`config.mk`:
```
export PLATFORM = sky130hd
export DESIGN_NAME = lin_power_supervisor
export DESIGN_NICKNAME = d
export VERILOG_FILES = /design/src/rtl/lps_pkg.sv /design/src/rtl/lps_ms_tick.sv /design/src/rtl/lps_ms_timer.sv /design/src/rtl/lps_wake_tx.sv /design/src/rtl/lps_wake_rx.sv /design/src/rtl/lin_power_supervisor.sv
export SDC_FILE = /design/constraint.sdc
export NUM_CORES = 1
export LEC_CHECK = 0
export ABC_AREA = 1
export CAP_MARGIN = 20
export CORE_ASPECT_RATIO = 1.2
export CORE_MARGIN = 1.5
export CORE_UTILIZATION = 50
export DETAILED_ROUTE_END_ITERATION = 7
export DONT_BUFFER_PORTS = 1
export PLACE_DENSITY = 0.64
export SYNTH_ARGS = -nofsm -noshare
export SYNTH_HDL_FRONTEND = slang
export SYNTH_SLANG_ARGS = --single-unit
```
`constraint.sdc`:
```
create_clock -name clk -period 5.2 [get_ports clk]
set_input_delay 0.78 -clock clk [delete_from_list [all_inputs] [get_ports clk]]
set_output_delay 0.78 -clock clk [all_outputs]
set_load 0.02 [all_outputs]
```
`src/rtl/lps_pkg.sv`:
```
package lps_pkg;
  // control write bit positions
  localparam int CTL_SLEEP  = 0;
  localparam int CTL_WAKE   = 1;
  localparam int CTL_RSTERR = 2;
  localparam int CTL_FRAME  = 3;
  // status bit positions
  localparam int ST_DONE = 0;
  localparam int ST_WAKE = 1;
  localparam int ST_ERR  = 2;
  localparam int ST_IDLE = 3;
  // error code bit positions
  localparam int EC_TOUT  = 0;
  localparam int EC_FRAME = 1;
  localparam int REG_W = 4;
  localparam int EC_W  = 2;

  typedef enum logic {SEL_CTRL = 1'b0, SEL_STAT = 1'b1} wr_sel_e;
endpackage

```
`src/rtl/lps_ms_tick.sv`:
```
module lps_ms_tick #(
  parameter int CLK_PER_MS = 50000
) (
  input  logic clk,
  input  logic rst_n,
  output logic tick_o
);
  localparam int CW = (CLK_PER_MS > 1) ? $clog2(CLK_PER_MS) : 1;
  localparam logic [CW-1:0] LAST = CW'(CLK_PER_MS - 1);

  logic [CW-1:0] cnt_q, cnt_d;

  always_comb begin
    tick_o = (cnt_q == LAST);
    cnt_d  = tick_o ? '0 : cnt_q + 1'b1;
  end

  always_ff @(posedge clk or negedge rst_n) begin
    if (!rst_n) cnt_q <= '0;
    else        cnt_q <= cnt_d;
  end

  a_r3_tick_in_range: assert property (@(posedge clk) disable iff (!rst_n)
    cnt_q <= LAST);
endmodule

```
`src/rtl/lps_ms_timer.sv`:
```
module lps_ms_timer #(
  parameter int LIMIT = 150
) (
  input  logic clk,
  input  logic rst_n,
  input  logic tick_i,
  input  logic clear_i,
  output logic expire_o
);
  localparam int CW = $clog2(LIMIT + 1);
  localparam logic [CW-1:0] TOP  = CW'(LIMIT);
  localparam logic [CW-1:0] LAST = CW'(LIMIT - 1);

  logic [CW-1:0] cnt_q, cnt_d;

  always_comb begin
    cnt_d    = cnt_q;
    expire_o = 1'b0;
    if (clear_i) begin
      cnt_d = '0;
    end else if (tick_i && (cnt_q < TOP)) begin
      cnt_d    = cnt_q + 1'b1;
      expire_o = (cnt_q == LAST);
    end
  end

  always_ff @(posedge clk or negedge rst_n) begin
    if (!rst_n) cnt_q <= '0;
    else        cnt_q <= cnt_d;
  end

  a_r3_timer_saturates: assert property (@(posedge clk) disable iff (!rst_n)
    cnt_q <= TOP);
  a_r6_expire_once: assert property (@(posedge clk) disable iff (!rst_n)
    expire_o |=> !expire_o);
endmodule

```
`src/rtl/lps_wake_tx.sv`:
```
module lps_wake_tx #(
  parameter int LEN = 50000
) (
  input  logic clk,
  input  logic rst_n,
  input  logic start_i,
  output logic busy_o,
  output logic done_o,
  output logic tx_o
);
  localparam int CW = (LEN > 1) ? $clog2(LEN) : 1;
  localparam logic [CW-1:0] LAST = CW'(LEN - 1);

  logic          busy_q, busy_d;
  logic [CW-1:0] cnt_q, cnt_d;

  always_comb begin
    busy_d = busy_q;
    cnt_d  = cnt_q;
    done_o = busy_q && (cnt_q == LAST);
    if (done_o) begin
      busy_d = 1'b0;
      cnt_d  = '0;
    end else if (busy_q) begin
      cnt_d = cnt_q + 1'b1;
    end else if (start_i) begin
      busy_d = 1'b1;
      cnt_d  = '0;
    end
  end

  always_ff @(posedge clk or negedge rst_n) begin
    if (!rst_n) begin
      busy_q <= 1'b0;
      cnt_q  <= '0;
    end else begin
      busy_q <= busy_d;
      cnt_q  <= cnt_d;
    end
  end

  assign busy_o = busy_q;
  assign tx_o   = ~busy_q;

  a_r4_tx_count_bounded: assert property (@(posedge clk) disable iff (!rst_n)
    busy_q |-> cnt_q <= LAST);
  a_r4_start_ignored_when_busy: assert property (@(posedge clk) disable iff (!rst_n)
    busy_q && !done_o |=> busy_q);
endmodule

```
`src/rtl/lps_wake_rx.sv`:
```
module lps_wake_rx #(
  parameter int MIN = 7500
) (
  input  logic clk,
  input  logic rst_n,
  input  logic rx_i,
  input  logic en_i,
  output logic detect_o
);
  localparam int CW = $clog2(MIN + 1);
  localparam logic [CW-1:0] TOP  = CW'(MIN);
  localparam logic [CW-1:0] LAST = CW'(MIN - 1);

  logic [CW-1:0] low_q, low_d;

  always_comb begin
    detect_o = 1'b0;
    low_d    = '0;
    if (!rx_i && en_i) begin
      low_d    = (low_q < TOP) ? low_q + 1'b1 : low_q;
      detect_o = (low_q == LAST);
    end
  end

  always_ff @(posedge clk or negedge rst_n) begin
    if (!rst_n) low_q <= '0;
    else        low_q <= low_d;
  end

  a_r7_one_detect_per_pulse: assert property (@(posedge clk) disable iff (!rst_n)
    detect_o |=> !detect_o);
endmodule

```
`src/rtl/lin_power_supervisor.sv`:
```
module lin_power_supervisor
  import lps_pkg::*;
#(
  parameter int CLK_PER_MS  = 50000,
  parameter int IDLE_MS     = 4000,
  parameter int RESP_MS     = 150,
  parameter int WAKE_TX_CYC = 50000,
  parameter int WAKE_RX_MIN = 7500,
  parameter int SYNC_STAGES = 2
) (
  input  logic             clk,
  input  logic             rst_n,
  input  logic             wr_en_i,
  input  logic             wr_sel_i,
  input  logic [REG_W-1:0] wr_data_i,
  input  logic             master_mode_i,
  input  logic             frame_err_i,
  input  logic             lin_rx_i,
  output logic             lin_tx_o,
  output logic             sleep_o,
  output logic [REG_W-1:0] status_o,
  output logic [EC_W-1:0]  err_code_o,
  output logic             irq_o,
  output logic             frame_go_o,
  output logic             frame_abort_o
);
  // reset: asserted at once, released through a synchroniser
  logic [SYNC_STAGES-1:0] rsync_q;
  logic rst_sn;

  genvar gi;
  generate
    for (gi = 0; gi < SYNC_STAGES; gi++) begin : g_rsync
      always_ff @(posedge clk or negedge rst_n) begin
        if (!rst_n) rsync_q[gi] <= 1'b0;
        else if (gi == 0) rsync_q[gi] <= 1'b1;
        else rsync_q[gi] <= rsync_q[(gi > 0) ? gi - 1 : 0];
      end
    end
  endgenerate
  assign rst_sn = rsync_q[SYNC_STAGES-1];

  // state
  logic            sleep_q, sleep_d;
  logic            done_q, done_d;
  logic            wake_q, wake_d;
  logic            err_q, err_d;
  logic            idle_q, idle_d;
  logic [EC_W-1:0] ec_q, ec_d;
  logic            resp_q, resp_d;
  logic            go_q, go_d;
  logic            abort_q, abort_d;
  logic            rx_q;

  logic tick, idle_exp, resp_exp, tx_busy, tx_done, rx_wake;
  logic ctrl_wr, stat_wr, wake_start, rx_edge, rx_fall;

  assign ctrl_wr    = wr_en_i && (wr_sel_e'(wr_sel_i) == SEL_CTRL);
  assign stat_wr    = wr_en_i && (wr_sel_e'(wr_sel_i) == SEL_STAT);
  assign wake_start = ctrl_wr && wr_data_i[CTL_WAKE] && !err_q && !tx_busy;
  assign rx_edge    = rx_q ^ lin_rx_i;
  assign rx_fall    = rx_q && !lin_rx_i;

  lps_ms_tick #(.CLK_PER_MS(CLK_PER_MS)) u_tick (
    .clk(clk), .rst_n(rst_sn), .tick_o(tick));

  lps_ms_timer #(.LIMIT(IDLE_MS)) u_idle (
    .clk(clk), .rst_n(rst_sn), .tick_i(tick),
    .clear_i(rx_edge || sleep_q), .expire_o(idle_exp));

  lps_ms_timer #(.LIMIT(RESP_MS)) u_resp (
    .clk(clk), .rst_n(rst_sn), .tick_i(tick),
    .clear_i(!resp_q), .expire_o(resp_exp));

  lps_wake_tx #(.LEN(WAKE_TX_CYC)) u_tx (
    .clk(clk), .rst_n(rst_sn), .start_i(wake_start),
    .busy_o(tx_busy), .done_o(tx_done), .tx_o(lin_tx_o));

  lps_wake_rx #(.MIN(WAKE_RX_MIN)) u_rx (
    .clk(clk), .rst_n(rst_sn), .rx_i(lin_rx_i), .en_i(!tx_busy),
    .detect_o(rx_wake));

  // next state
  always_comb begin
    sleep_d = ctrl_wr ? wr_data_i[CTL_SLEEP] : sleep_q;

    done_d = (done_q && !(stat_wr && wr_data_i[ST_DONE]))
           || (tx_done && master_mode_i) || rx_wake;
    wake_d = (wake_q && !(stat_wr && wr_data_i[ST_WAKE])) || rx_wake;
    idle_d = (idle_q && !(stat_wr && wr_data_i[ST_IDLE])) || idle_exp;

    err_d = err_q;
    ec_d  = ec_q;
    if (ctrl_wr && wr_data_i[CTL_RSTERR]) begin
      err_d = 1'b0;
      ec_d  = '0;
    end
    if (resp_exp) begin
      err_d          = 1'b1;
      ec_d[EC_TOUT]  = 1'b1;
    end
    if (frame_err_i) begin
      err_d          = 1'b1;
      ec_d[EC_FRAME] = 1'b1;
    end

    resp_d = resp_q;
    if (tx_done && !master_mode_i)  resp_d = 1'b1;
    else if (rx_fall || resp_exp)   resp_d = 1'b0;

    go_d    = ctrl_wr && wr_data_i[CTL_FRAME] && master_mode_i && !err_q;
    abort_d = frame_err_i;
  end

  // registers
  always_ff @(posedge clk or negedge rst_sn) begin
    if (!rst_sn) begin
      sleep_q <= 1'b0;
      done_q  <= 1'b0;
      wake_q  <= 1'b0;
      err_q   <= 1'b0;
      idle_q  <= 1'b0;
      ec_q    <= '0;
      resp_q  <= 1'b0;
      go_q    <= 1'b0;
      abort_q <= 1'b0;
      rx_q    <= 1'b1;
    end else begin
      sleep_q <= sleep_d;
      done_q  <= done_d;
      wake_q  <= wake_d;
      err_q   <= err_d;
      idle_q  <= idle_d;
      ec_q    <= ec_d;
      resp_q  <= resp_d;
      go_q    <= go_d;
      abort_q <= abort_d;
      rx_q    <= lin_rx_i;
    end
  end

  always_comb begin
    status_o          = '0;
    status_o[ST_DONE] = done_q;
    status_o[ST_WAKE] = wake_q;
    status_o[ST_ERR]  = err_q;
    status_o[ST_IDLE] = idle_q;
  end

  assign sleep_o       = sleep_q;
  assign err_code_o    = ec_q;
  assign irq_o         = |status_o;
  assign frame_go_o    = go_q;
  assign frame_abort_o = abort_q;

  a_r10_no_wake_tx_under_error: assert property (@(posedge clk) disable iff (!rst_sn)
    $fell(lin_tx_o) |-> $past(!err_q));
  a_r10_frame_grant_gated: assert property (@(posedge clk) disable iff (!rst_sn)
    frame_go_o |-> $past(master_mode_i && !err_q));
  a_r2_sleep_only_by_write: assert property (@(posedge clk) disable iff (!rst_sn)
    !ctrl_wr |=> $stable(sleep_o));
  a_r3_no_idle_in_sleep: assert property (@(posedge clk) disable iff (!rst_sn)
    $rose(idle_q) |-> $past(!sleep_q));
  a_r6_timeout_only_slave: assert property (@(posedge clk) disable iff (!rst_sn)
    $rose(err_code_o[EC_TOUT]) |-> !master_mode_i);
  a_r8_abort_follows_error: assert property (@(posedge clk) disable iff (!rst_sn)
    frame_abort_o |-> err_code_o[EC_FRAME]);
endmodule

```
==> results.json, run 1 <==
{
  "synth_top_cells_by_count": "200 x nand2_1, 85 x nor2_1, 80 x nand3_1",
  "pwr-share-seq_pct": 55.4,
  "h-tree-depth": 3,
  "fin_util_pct": 55.20,
  "syn-mean-instance-area_um2": 7.185,
  "vdd_drop_max_v": 0.0001292,
  "cp_slowest_cell": "or4_1",
  "via_per_inst": 5.244,
  "grt_antenna_before_repair": 0,
  "required_ns": 4.42,
  "path_buf_inv": 0,
  "synthTopCellsByArea": "dfrtp_1 41%, nand2_1 16%, nand3_1 8.4%",
  "worst_pin_slew_ns": 0.7625,
  "max_slew_margin_pct": 48.98,
  "gp_congestion": 0.9211,
  "grt_pass1_wl_mm": 17.25,
  "drtIter0Drc": 206,
  "grt_max_degree": 78,
  "fp.dieW_um": 92.37,
  "grt_overflow": 0,
  "io_pins": 22,
  "start_util_pct": 52.22,
  "vias": 4132,
  "synth-main-ff-cell": "dfrtp_1",
  "outcome": "completed",
  "core-area_um2": 9176,
  "setup-tns-final_ns": 0,
  "hp-class": "input pin to async pin",
  "worstSkewPairLatency_ns": 0.36,
  "crit_chain": "or4_1",
  "finalHoldViolCount": 0,
  "hold-worst-slack_ns": 0.1046,
  "cts_resized": 0,
  "synth_most_common_cell": "nand2_1",
  "rsz0062_at_grt": "no",
  "cts-buffers-inserted": 9,
  "synth_top_area_share_pct": 40.73,
  "post-route-period-util_pct": 44.97,
  "ys_seq_area_share_pct": 41.28,
  "cp_top_family": "simple AND/OR/NAND/NOR gates",
  "powerDensity_nw_per_um2": 224.0,
  "cts.path.max_buffers": 2,
  "worstSetupEndpointType": "output port",
  "internal_power_mw": 0.8597,
  "drc": 0,
  "routed_wl_mm": 9.984,
  "period_needed_ns": 2.338,
  "critPathMaxStageDelay_ns": 0.69,
  "maxCapViolCount": 0,
  "n_fill_cell": 865,
  "fin_skew_ns": 0.005160,
  "crit_fanout": 3,
  "startpoint": "done_q",
  "yosys.area.top_type": "dfrtp_1",
  "p_comb_share_pct": 2.2,
  "finalNetCount": 681,
  "setup_violations": 0,
  "rows": 38,
  "cts_sinks": 79,
  "p_sw_mw": 0.2747,
  "io_buffers": 0,
  "multi_input_area_um2": 2401,
  "area_growth_pct": 5.692,
  "ys_warn_count": 0,
  "cts.clk_slew.worst_paths_ns": 0.08,
  "seq_area_um2": 1982,
  "grt_pass1_vias": 3879,
  "grt_usage_pct": 21.44,
  "start_kind": "flop",
  "syn-cell-area_um2": 4792,
  "power.leakage_nw": 2.521,
  "post_cts_buffers": 0,
  "wl_per_cell_um": 12.67,
  "critPathKind": "flop to output port",
  "die-height_um": 110.2,
  "cts_hold_buf": 0,
  "maxSlewViolCount": 0,
  "die-area_um2": 10180,
  "drive_above_1_share_pct": 8.982,
  "n_antenna_cell": 0,
  "r2r_start": "rx_q",
  "synth-edff-count": 0,
  "cts_tree": "built",
  "syn_nets": 685,
  "ant_nets": 0,
  "synthCells": 667,
  "async_reset_ff_share_pct": 100.0,
  "dr.pass1.iters": 4,
  "pwr-share-clk_pct": 42.3,
  "fmax_mhz": 427.6,
  "ys_ff_latch": 79,
  "hpwl_mm": 7.268,
  "swShare_pct": 24.22,
  "synthDistinctLibCells": 38,
  "cts-root-buf": "clkbuf_8",
  "critPathArrivalTime_ns": 1.56
}
[placed cells by master, fill, tap and decap left out, types with 4 or more instances in the layout]
cell type / Yosys / layout
nand4_1: 20 / 20
dfrtp_1: 78 / 77
a21oi_1: 5 / 5
nor2_1: 85 / 85
inv_1: 74 / 74
nand2_2: 7 / 7
nand2_1: 200 / 200
nor2_4: 5 / 5
o21bai_1: 4 / 4
nand3_1: 80 / 80
o21ai_0: 11 / 11
xor2_1: 17 / 17
inv_2: 6 / 6
nand3b_1: 5 / 5
ha_1: 7 / 7
o21ai_2: 5 / 5
nor2_2: 10 / 10
clkbuf_8: 0 / 10
nor3_1: 9 / 9
[worst paths after layout]
path	endpoint	slack [ns]	cells past startpoint
min reg2reg	u_tick.cnt_q[7]	0.32	0
max in group asynchronous	rx_q	4.24	1
max reg2reg	u_idle.cnt_q[4]	3.24	7
min	rst_sn	0.10	0
min in group clk	rst_sn	0.36	0
max	irq_o	2.86	1
[layout make-up]
class,instances,share of cell area [%]
Sequential cell,79,39.13
Clock inverter,6,1.359
Timing Repair Buffer,1,0.3953
Clock buffer,10,2.717
Multi-Input combinational cell,491,47.41
Tap cell,120,2.964
Inverter,81,6.028
[logic make-up after synthesis]
logic type               count (synthesis)  synth area share (%)
AND/OR/NAND/NOR                        432                 40.47
other                                    1               0.07825
adder cells (fa/ha/maj)                  7                 1.828
flip-flops                              79                 41.28
XOR/XNOR                                20                 3.655
AO/OA/AOI/OAI                           31                 4.073
buffers and inverters                   97                 8.616
[sequential cells by signal, summed over array words and instances, names as in the netlist]
name           flops
done_q             1
err_code_o         2
err_q              1
frame_abort_o      1
frame_go_o         1
idle_q             1
resp_q             1
rst_sn             1
rsync_q            1
rx_q               1
sleep_o            1
u_idle.cnt_q      12
u_resp.cnt_q       8
u_rx.low_q        13
u_tick.cnt_q      16
u_tx.busy_o        1
u_tx.cnt_q        16
wake_q             1
[per-stage QoR]
step	instances	power [mW]	instance area, um2	setup slack [ns]
floorplan	667	0.6595	4792	2.839
global placement	771	0.6650	4838	2.870
detailed placement	771	0.6661	4838	2.806
CTS	787	1.144	5045	2.842
global route	788	1.168	5065	2.839
finish	788	1.134	5065	2.862
[layer usage]
layer  part of all wire, %  routed length, um  GRT usage [%]
met1                    45               4525          26.07
met2                    48               4761          36.87
met3                   4.7                470          4.595
met4                   2.3                226          9.121
met5                     0                  0              0
[power by group through the flow]
stage / sequential [mW] / combinational [mW] / clock [mW]
3_5_place_dp: 0.648 / 0.0185 / 0
2_1_floorplan: 0.642 / 0.0174 / 0
6_report: 0.629 / 0.0254 / 0.480
5_1_grt: 0.631 / 0.0291 / 0.509
3_3_place_gp: 0.647 / 0.0178 / 0
4_1_cts: 0.635 / 0.0186 / 0.490
(Power assumes the default switching activity.)
==> run 2, diff against run 1 <==
--- a/config.mk
+++ b/config.mk
@@ -5,14 +5,14 @@
 export SDC_FILE = /design/constraint.sdc
 export NUM_CORES = 1
 export LEC_CHECK = 0
-export ABC_AREA = 1
+export ABC_AREA = 0
 export CAP_MARGIN = 20
 export CORE_ASPECT_RATIO = 1.2
 export CORE_MARGIN = 1.5
 export CORE_UTILIZATION = 50
 export DETAILED_ROUTE_END_ITERATION = 7
 export DONT_BUFFER_PORTS = 1
-export PLACE_DENSITY = 0.64
+export PLACE_DENSITY = 0.67
 export SYNTH_ARGS = -nofsm -noshare
 export SYNTH_HDL_FRONTEND = slang
 export SYNTH_SLANG_ARGS = --single-unit
==> constraint.sdc (replaced) <==
create_clock -name clk -period 2.1 [get_ports clk]
set_input_delay 0.315 -clock clk [delete_from_list [all_inputs] [get_ports clk]]
set_output_delay 0.315 -clock clk [all_outputs]
set_load 0.02 [all_outputs]
==> run 2 against run 1 <==
Effect of this change:
- critical path type is now flop to flop
- worst setup slack worse by 3.0 ns
- design area rose by 1.6%
- area after synthesis down 12%
- largest cell class unchanged
- combinational power rose by 140%
- sequential share of layout area decreased by 0.63 points
- routed wire length grew 3.2%
- first-iteration DRC count is 17% lower
- cell count down 23%
- clock skew up 0.0077 ns
- the run now ends with negative setup slack left
- clock-buffer cell count is 1 higher
- clock power rose to 2.8 times the previous value
==> results.json, run 2 <==
{
  "wl_per_cell_um": 17.06,
  "fp.dieW_um": 86.70,
  "cts.clk_slew.worst_paths_ns": 0.08,
  "start_kind": "flop",
  "power.leakage_nw": 2.075,
  "critPathMaxStageDelay_ns": 0.59,
  "syn_nets": 465,
  "grt_overflow": 0,
  "path_buf_inv": 1,
  "total_power_mw": 2.951,
  "synthTopCellsByArea": "dfrtp_1 46%, nand2_1 4.8%, nand3_1 3.8%",
  "rows": 36,
  "critPathArrivalTime_ns": 2.55,
  "grt-busiest-layer": "met2",
  "drc": 0,
  "cp_top_family": "simple AND/OR/NAND/NOR gates",
  "violations": "negative setup slack",
  "final_common_cell": "dfrtp_1",
  "swShare_pct": 20.96,
  "cts_sinks": 79,
  "syn-mean-instance-area_um2": 9.402,
  "io_pins": 22,
  "finalHoldViolCount": 0,
  "met2_usage_pct": 40.50,
  "synth_top_cells_by_count": "78 x dfrtp_1, 54 x nand2_1, 32 x nand3_1",
  "ys_ff_latch": 79,
  "yosys.area.top_type": "dfrtp_1",
  "max_slew_margin_pct": 57.60,
  "ant_nets": 0,
  "grt_antenna_before_repair": 0,
  "fin_util_pct": 63.14,
  "outcome": "complete, but fails checks",
  "finalNetCount": 504,
  "internal_power_mw": 2.332,
  "hold-worst-slack_ns": 0.04676,
  "hp-class": "input pin to flop",
  "cts.path.max_buffers": 2,
  "p_comb_share_pct": 2.0,
  "reg.largest.list": "u_tick.cnt_q (16), u_tx.cnt_q (16), u_rx.low_q (13)",
  "area_growth_pct": 22.48,
  "fmax_mhz": 442.5,
  "grtUsageMet1_pct": 31.09,
  "h-tree-depth": 3,
  "maxCapViolCount": 0,
  "grt_max_degree": 37,
  "crit_fanout": 6,
  "vdd_drop_max_v": 0.0003303,
  "async_reset_ff_share_pct": 100.0,
  "maxSlewViolCount": 0,
  "grt_usage_pct": 24.83,
  "grt_pass1_wl_mm": 17.17,
  "n_antenna_cell": 0,
  "rsz0062_at_grt": "yes",
  "pwr-share-seq_pct": 52.8,
  "post-route-period-util_pct": 107.6,
  "synthCells": 447,
  "met3_usage_pct": 3.889,
  "syn-cell-area_um2": 4203,
  "setup_violations": 21,
  "cts_tree": "built",
  "powerDensity_nw_per_um2": 573.3,
  "worst_pin_slew_ns": 0.6303,
  "synthDistinctLibCells": 53,
  "die-height_um": 103.4,
  "drive_above_1_share_pct": 21.84,
  "synth-edff-count": 0,
  "multi_input_area_um2": 2345,
  "synth_most_common_cell": "dfrtp_1",
  "n_fill_cell": 668,
  "synth_top_area_share_pct": 46.44,
  "hpwl_mm": 6.681,
  "pwr-share-clk_pct": 45.2,
  "cts-buffers-inserted": 9,
  "finalNonFillerCells": 604,
  "die-area_um2": 8967,
  "worstSetupEndpointType": "flop",
  "critPathKind": "flop to flop",
  "period_needed_ns": 2.260,
  "p_sw_mw": 0.6186,
  "grt_pass1_vias": 3611,
  "cts-root-buf": "clkbuf_8",
  "routed_wl_mm": 10.31,
  "gp_congestion": 0.8282,
  "dr.pass1.iters": 4,
  "core-area_um2": 8153,
  "drtIter0Drc": 172,
  "fin_ws_ns": -0.1596,
  "crit_chain": "or4b_4, or4_4, buf_6, or3_4, a21oi_2",
  "fin_skew_ns": 0.01290,
  "seq_area_um2": 1982,
  "mostFrequentLayoutCells": "77 x dfrtp_1, 52 x nand2_1, 36 x buf_4",
  "io_buffers": 0,
  "required_ns": 2.39,
  "via_per_inst": 6.045,
  "ys_seq_area_share_pct": 47.07,
  "cp_slowest_cell": "or4b_4",
  "synth-main-ff-cell": "dfrtp_1",
  "start_util_pct": 51.55,
  "worstSkewPairLatency_ns": 0.36,
  "dp_cells": 576,
  "ys_warn_count": 0,
  "vias": 3651
}
[run 2: cell count changes after synthesis, moves of 11 or more]
cell and delta:
nand2_1 -146, o31ai_1 +15, xor2_1 -11, or4_1 +16
or3_1 +14, a31oi_1 +13, clkbuf_1 +14, inv_1 -64
a21oi_1 +19, nor2_1 -68, nand3_1 -48
[run 2: kinds of logic after synthesis]
family | count (synthesis) | share of synthesized area [%]
AO/OA/AOI/OAI | 96 | 14.68
XOR/XNOR | 14 | 2.918
adder cells (fa/ha/maj) | 7 | 2.084
buffers and inverters | 34 | 3.573
flip-flops | 79 | 47.07
multiplexers | 10 | 2.411
other | 1 | 0.08923
AND/OR/NAND/NOR | 206 | 27.18
[run 2: power by group through the flow]
| stage | Combinational [mW] | Sequential [mW] | Clock [mW] |
|---|---|---|---|
| 6_report | 0.0602 | 1.56 | 1.33 |
| 2_1_floorplan | 0.0270 | 1.59 | 0 |
| 3_5_place_dp | 0.0535 | 1.59 | 0 |
| 5_1_grt | 0.0690 | 1.56 | 1.43 |
| 4_1_cts | 0.0598 | 1.56 | 1.36 |
| 3_3_place_gp | 0.0523 | 1.59 | 0 |
[run 2: worst paths after layout]
kind	startpoint	end	depth (start not counted)	slack (ns)
max	u_tick.cnt_q[13]	u_resp.cnt_q[1]	5	-0.16
min	frame_err_i	err_q	2	0.05
max reg2reg	u_tick.cnt_q[13]	u_resp.cnt_q[1]	5	-0.16
min reg2reg	rst_sn	u_rx.low_q[3]	0	0.28
max in group asynchronous	rst_sn	u_tx.cnt_q[15]	1	1.11
min in group asynchronous	rst_n	rst_sn	1	0.17
[run 2: repair_timing]
action / CTS / global route
hold buffers: 3 / 0
pin swaps: 18 / 12
endpoints found under the hold margin: 4 / 0
endpoints found under the setup margin: 21 / 26
setup buffers: 5 / 2
gates cloned: 2 / 0
resized for setup: 22 / 39
[run 2: layout make-up]
| type | count | share of cell area (%) |
|---|---|---|
| Timing Repair Buffer | 49 | 7.973 |
| Clock buffer | 11 | 2.552 |
| Clock inverter | 4 | 1.847 |
| Multi-Input combinational cell | 336 | 45.55 |
| Tap cell | 114 | 2.771 |
| Sequential cell | 79 | 38.50 |
| Inverter | 11 | 0.8021 |
[run 2: routing by layer]
metal | wire [um] | part of all wire (%)
met1 | 4411 | 43
met2 | 5094 | 49
met3 | 434 | 4.2
met4 | 366 | 3.6
met5 | 0 | 0
[run 2: stage by stage]
| step | cell area [um2] | TNS (ns) | setup WS (ns) |
|---|---|---|---|
| floorplan | 4209 | -1.108 | -0.1729 |
| global placement | 4526 | -1.921 | -0.1990 |
| detailed placement | 4526 | -2.795 | -0.2548 |
| CTS | 4931 | -2.595 | -0.1695 |
| global route | 5147 | -3.276 | -0.1960 |
| finish | 5147 | -2.322 | -0.1596 |
